==> config.mk <==
export PLATFORM = sky130hd
export DESIGN_NAME = pixel_mul_scale
export DESIGN_NICKNAME = d
export VERILOG_FILES = /design/src/rtl/pixel_mul_scale.sv
export SDC_FILE = /design/constraint.sdc
export NUM_CORES = 2
export LEC_CHECK = 0
export BUFFER_PORTS_ARGS = -buffer_cell sky130_fd_sc_hd__buf_2
export CORE_MARGIN = 5
export CORE_UTILIZATION = 59
export CTS_BUF_LIST = sky130_fd_sc_hd__clkbuf_8
export DETAILED_ROUTE_END_ITERATION = 10
export PLACE_DENSITY = 0.77
export REMOVE_ABC_BUFFERS = 1
export SYNTH_ARGS = -nofsm -noshare
export SYNTH_HDL_FRONTEND = slang
export SYNTH_SLANG_ARGS = --single-unit
==> constraint.sdc <==
create_clock -name clk -period 11 [get_ports clk]
set_input_delay 1.65 -clock clk [delete_from_list [all_inputs] [get_ports clk]]
set_output_delay 1.65 -clock clk [all_outputs]
set_load 0.02 [all_outputs]
==> src/rtl/pixel_mul_scale.sv <==
module pixel_mul_scale #(
  parameter int PIX_W       = 16,
  parameter bit SIGNED_PIX  = 1'b1,
  parameter int CHANNELS    = 1,
  parameter int PIX_PER_CLK = 1,
  parameter bit SATURATE    = 1'b1,
  parameter int FRAC_W      = 16
) (
  input  logic                                  clk,
  input  logic                                  rst_n,
  input  logic [FRAC_W:0]                       scale,
  input  logic                                  a_valid,
  output logic                                  a_ready,
  input  logic [CHANNELS*PIX_PER_CLK*PIX_W-1:0] a_data,
  input  logic                                  a_last,
  input  logic                                  b_valid,
  output logic                                  b_ready,
  input  logic [CHANNELS*PIX_PER_CLK*PIX_W-1:0] b_data,
  output logic                                  o_valid,
  input  logic                                  o_ready,
  output logic [CHANNELS*PIX_PER_CLK*PIX_W-1:0] o_data,
  output logic                                  o_last
);

  localparam int LANES = CHANNELS * PIX_PER_CLK;
  localparam int DW    = LANES * PIX_W;
  localparam int EW    = PIX_W + 1;
  localparam int PW    = 2 * EW;
  localparam int SW    = FRAC_W + 2;
  localparam int FW    = PW + SW;
  localparam int RW    = FW - FRAC_W;
  localparam logic [FRAC_W:0] UNITY = {1'b1, {FRAC_W{1'b0}}};
  localparam logic [FW-1:0]   HALF  = FW'(1) << (FRAC_W - 1);

  logic              adv, take;
  logic              s1_valid, s1_last;
  logic [FRAC_W:0]   s1_scale, scale_c;
  logic [LANES*PW-1:0] prod_d, s1_prod;
  logic [DW-1:0]     res_d;

  assign adv     = !o_valid || o_ready;
  assign take    = a_valid && b_valid && adv;
  assign a_ready = adv && b_valid;
  assign b_ready = adv && a_valid;
  assign scale_c = (scale > UNITY) ? UNITY : scale;

  for (genvar k = 0; k < LANES; k++) begin : g_lane
    logic signed [EW-1:0] ea, eb;
    logic signed [PW-1:0] p;
    logic signed [FW-1:0] full, biased;

    assign ea = {SIGNED_PIX & a_data[k*PIX_W+PIX_W-1], a_data[k*PIX_W +: PIX_W]};
    assign eb = {SIGNED_PIX & b_data[k*PIX_W+PIX_W-1], b_data[k*PIX_W +: PIX_W]};
    assign p  = PW'(ea) * PW'(eb);
    assign prod_d[k*PW +: PW] = p;

    assign full   = FW'($signed(s1_prod[k*PW +: PW])) * FW'($signed({1'b0, s1_scale}));
    assign biased = full + $signed(HALF) - $signed(FW'(full[FW-1]));

    if (SATURATE) begin : g_sat
      localparam longint MAXL = SIGNED_PIX ? (64'sd1 <<< (PIX_W-1)) - 64'sd1
                                           : (64'sd1 <<< PIX_W) - 64'sd1;
      localparam longint MINL = SIGNED_PIX ? -(64'sd1 <<< (PIX_W-1)) : 64'sd0;
      localparam logic signed [RW-1:0] MAXV = RW'(MAXL);
      localparam logic signed [RW-1:0] MINV = RW'(MINL);
      logic signed [RW-1:0] rnd;
      assign rnd = RW'(biased >>> FRAC_W);
      assign res_d[k*PIX_W +: PIX_W] = (rnd > MAXV) ? MAXV[PIX_W-1:0] :
                                       (rnd < MINV) ? MINV[PIX_W-1:0] : rnd[PIX_W-1:0];
    end else begin : g_wrap
      assign res_d[k*PIX_W +: PIX_W] = PIX_W'(biased >>> FRAC_W);
    end
  end

  always_ff @(posedge clk or negedge rst_n) begin
    if (!rst_n) begin
      s1_valid <= 1'b0;
      s1_last  <= 1'b0;
      s1_scale <= '0;
      s1_prod  <= '0;
      o_valid  <= 1'b0;
      o_last   <= 1'b0;
      o_data   <= '0;
    end else if (adv) begin
      s1_valid <= take;
      o_valid  <= s1_valid;
      o_last   <= s1_last;
      o_data   <= res_d;
      if (take) begin
        s1_last  <= a_last;
        s1_scale <= scale_c;
        s1_prod  <= prod_d;
      end
    end
  end

endmodule

==> results by group <==
Outcome
  • Outcome: completed

Clock network
  • Num CTS Buffers: 9
  • Clk buf depth: 2
  • Clock latency on the worst-skew pair: 0.41 ns
  • Clk sinks: 69
  • H-tree depth: 3
  • Cts hold-fix bufs: 0
  • CTS tree: built
  • Setup Fix Bufs, Post-CTS: 0
  • Post-CTS sizing: 0
  • Clock Pin Slew Worst Setup and Hold Paths: ~0.08 ns
  • Root buffer selected by CTS: clkbuf_8

STA
  • Final Skew: between 0.01 and 0.015 ns
  • Max Fclk: 96.96 MHz
  • Max-slew violations: 0
  • TNS Setup: 0 ns
  • Post-layout minimum cycle time: 10.31 ns
  • Setup repair after global routing missed its margin: false
  • Setup Viol. Count Final: 0
  • Worst-margin pin slew: 1.215 ns
  • Worst slew margin: 19.00%
  • Final hold violations: 0
  • Crit share post-route: 93.76%

Setup path
  • Worst R2R Start: s1_prod[10]
  • Worst-path fanout max: 18
  • Crit path top cell by count: fa_1
  • Worst R2R Path Depth: 40
  • Critical path arrival: 10.57 ns
  • Reg2reg setup slack: 0.69 ns
  • Worst endpoint required time: between 10 and 15 ns
  • CP max stage delay: 0.71 ns
  • Crit. Startpoint: s1_prod[10]
  • Worst setup path endpoint: o_data[6]
  • Critical path class: reg -> reg
  • CP max stage cell: dfrtp_1
  • FF-to-FF End: o_data[6]
  • Critical path launch point type: flop
  • Crit. End Element: flop

Yosys
  • Area leader, netlist: fa_1
  • Share of flip-flops with an asynchronous set or reset: 100.0%
  • Mapped cell area: ~0.034 mm^2
  • Main combinational cell family by area after synthesis: adder cells
  • Synth top area share: 45.68%
  • Count leader, synth: inv_1
  • Most common library cells after synthesis: inv_1, fa_1, nand2_1, and2_1, ha_1
  • Mux cell area share after synthesis: 0.3464%
  • Area contributors post-synth: fa_1, inv_1, ha_1
  • Xor-xnor portion of the synthesized cell area: 2.873%
  • Compound-Gate Fraction of Synth Area: 8.091%
  • Sequential fraction of the synthesis area: under 10%
  • Synth Register Bits: 69
  • Synth Instances: 3898
  • Simple-gate area share of the yosys netlist: between 10% and 20%
  • Synthesized area per cell: 8.803 um^2
  • Ys Warns: 0
  • Primary FF master, synth: dfrtp_1
  • Yosys cell types: 74
  • EDFF count, synth: 0
  • Post-synthesis adder-cell area fraction: 54.72%

Finish
  • Layout cells sized above 1: under 10%
  • ANT cells: 0
  • Area growth from synthesis to layout: 3.358%
  • Sequential Area: 0.001732 mm^2
  • Filler Cell Count: between 4k and 5k
  • Multi-input gate area: 0.02849 mm^2
  • Fin nets: approximately 5k

Floorplanning
  • Starting Density: 59.48%
  • Die area: 0.06308 mm^2
  • Core area: 0.05770 mm^2
  • Die width: between 200 and 300 um
  • Die height: 251.2 um
  • Site Rows: 88
  • Top-Level Pins: 75

Detailed routing
  • Routed length per instance: 17.35 um
  • Antenna viol nets, final: 0
  • Routed Wire Length: about 80000 um
  • Router iterations before antenna repair: 5
  • DR iter-0 viols: approximately 1.5k
  • Vias per Instance: approximately 5.6
  • Total number of vias: 25.71k
  • DR DRC count: 0

Placed design
  • Final HPWL DP: roughly 65000 um
  • Final GP Congestion: 0.9278
  • Buffers on Ports: 74

Global routing
  • First-pass GRT wire length: 134700 um
  • Largest net degree at the start of global routing: 82
  • Initial antenna violation count: 0
  • Vias in the first global route: 27.41k
  • GRT Total Usage: 26.14%
  • GRT overflow: 0

Min path
  • Hold WC Path Type: reg -> reg

Run
  • Max_cap viols: 0
## final cells by class
type / instances / share of cell area, %
clock buffer: 10 / 0.3880
clock inverter: 6 / 0.3140
inverter: 931 / 9.853
multi-input combinational: 2740 / 80.33
sequential: 69 / 4.882
tap: 765 / 2.699
timing repair buffer: 95 / 1.531
## how the worst min path moves through the flow
stage / start / end / slack [ns] / cells after the start
after floorplan: s1_valid / o_valid / 0.43 / 1
after global placement: s1_valid / o_valid / 0.44 / 1
after detailed placement: s1_valid / o_valid / 0.45 / 1
after CTS: s1_valid / o_valid / 0.47 / 1
after global routing: s1_valid / o_valid / 0.49 / 1
final: o_last / o_last / 0.47 / 2
## cells in the final DEF (no fill, tap or decap), drive strengths merged, types with 12 or more instances in the layout
cell type  instances
inv              932
fa               783
nand2            501
and2             382
ha               248
o21ai            101
a21oi             97
buf               95
nor2              89
dfrtp             69
a21o              68
xnor2             68
xor2              42
nand2b            37
nand3             31
nor3              27
o21bai            23
a31oi             22
nor2b             19
nand4             17
and3              16
o32ai             15
o21a              14
a22o              14
nor4              12
## cell families (layout without fill, tap and decap cells)
family	after synthesis	in the layout
mux	11	11
fa+ha+maj	1031	1031
buf+inv	1089	1042
compound gates	421	421
flops	69	69
xor+xnor	111	111
simple gates	1166	1166
## worst max-delay path: cells and delay by family (launching register included)
family / cells / cell delay (ns)
adders and majority gates: 8 / 3.57
AOI/OAI and AO/OA: 14 / 2.68
and+or+nand+nor: 12 / 2.46
DFF: 1 / 0.71
buffers and inverters: 5 / 0.47
xor gates and xnor gates: 1 / 0.20
## state kept, by name (all words and copies together), names as in the netlist
register / cells
o_last: 1
s1_last: 1
s1_valid: 1
o_data: 16
s1_prod: 32
s1_scale: 17
o_valid: 1
## metal layers
metal,vias up,wire length (um),track usage [%]
met5,-,0,0
li1,11580,-,-
met1,13060,32190,34.54
met3,217,4285,2.576
met4,0,3287,9.761
met2,858,40320,45.21
## stage by stage
stage / hold slack [ns] / setup WS [ns] / utilization (%) / instances / area (um^2)
after CTS: 0.4660 / 0.6456 / 61.47 / 4616 / 35460
after floorplan: 0.4346 / 1.648 / - / 3740 / 33710
final: 0.4661 / 0.6864 / 61.47 / 4616 / 35470
after detailed placement: 0.4475 / 0.7100 / 61.03 / 4600 / 35210
after global placement: 0.4416 / 0.9004 / 61.03 / 4600 / 35210
after global routing: 0.4878 / 0.07672 / 61.47 / 4616 / 35470
Power is not shown: default switching activity piles up to over one toggle a cycle in this logic, so the estimate is an artifact.
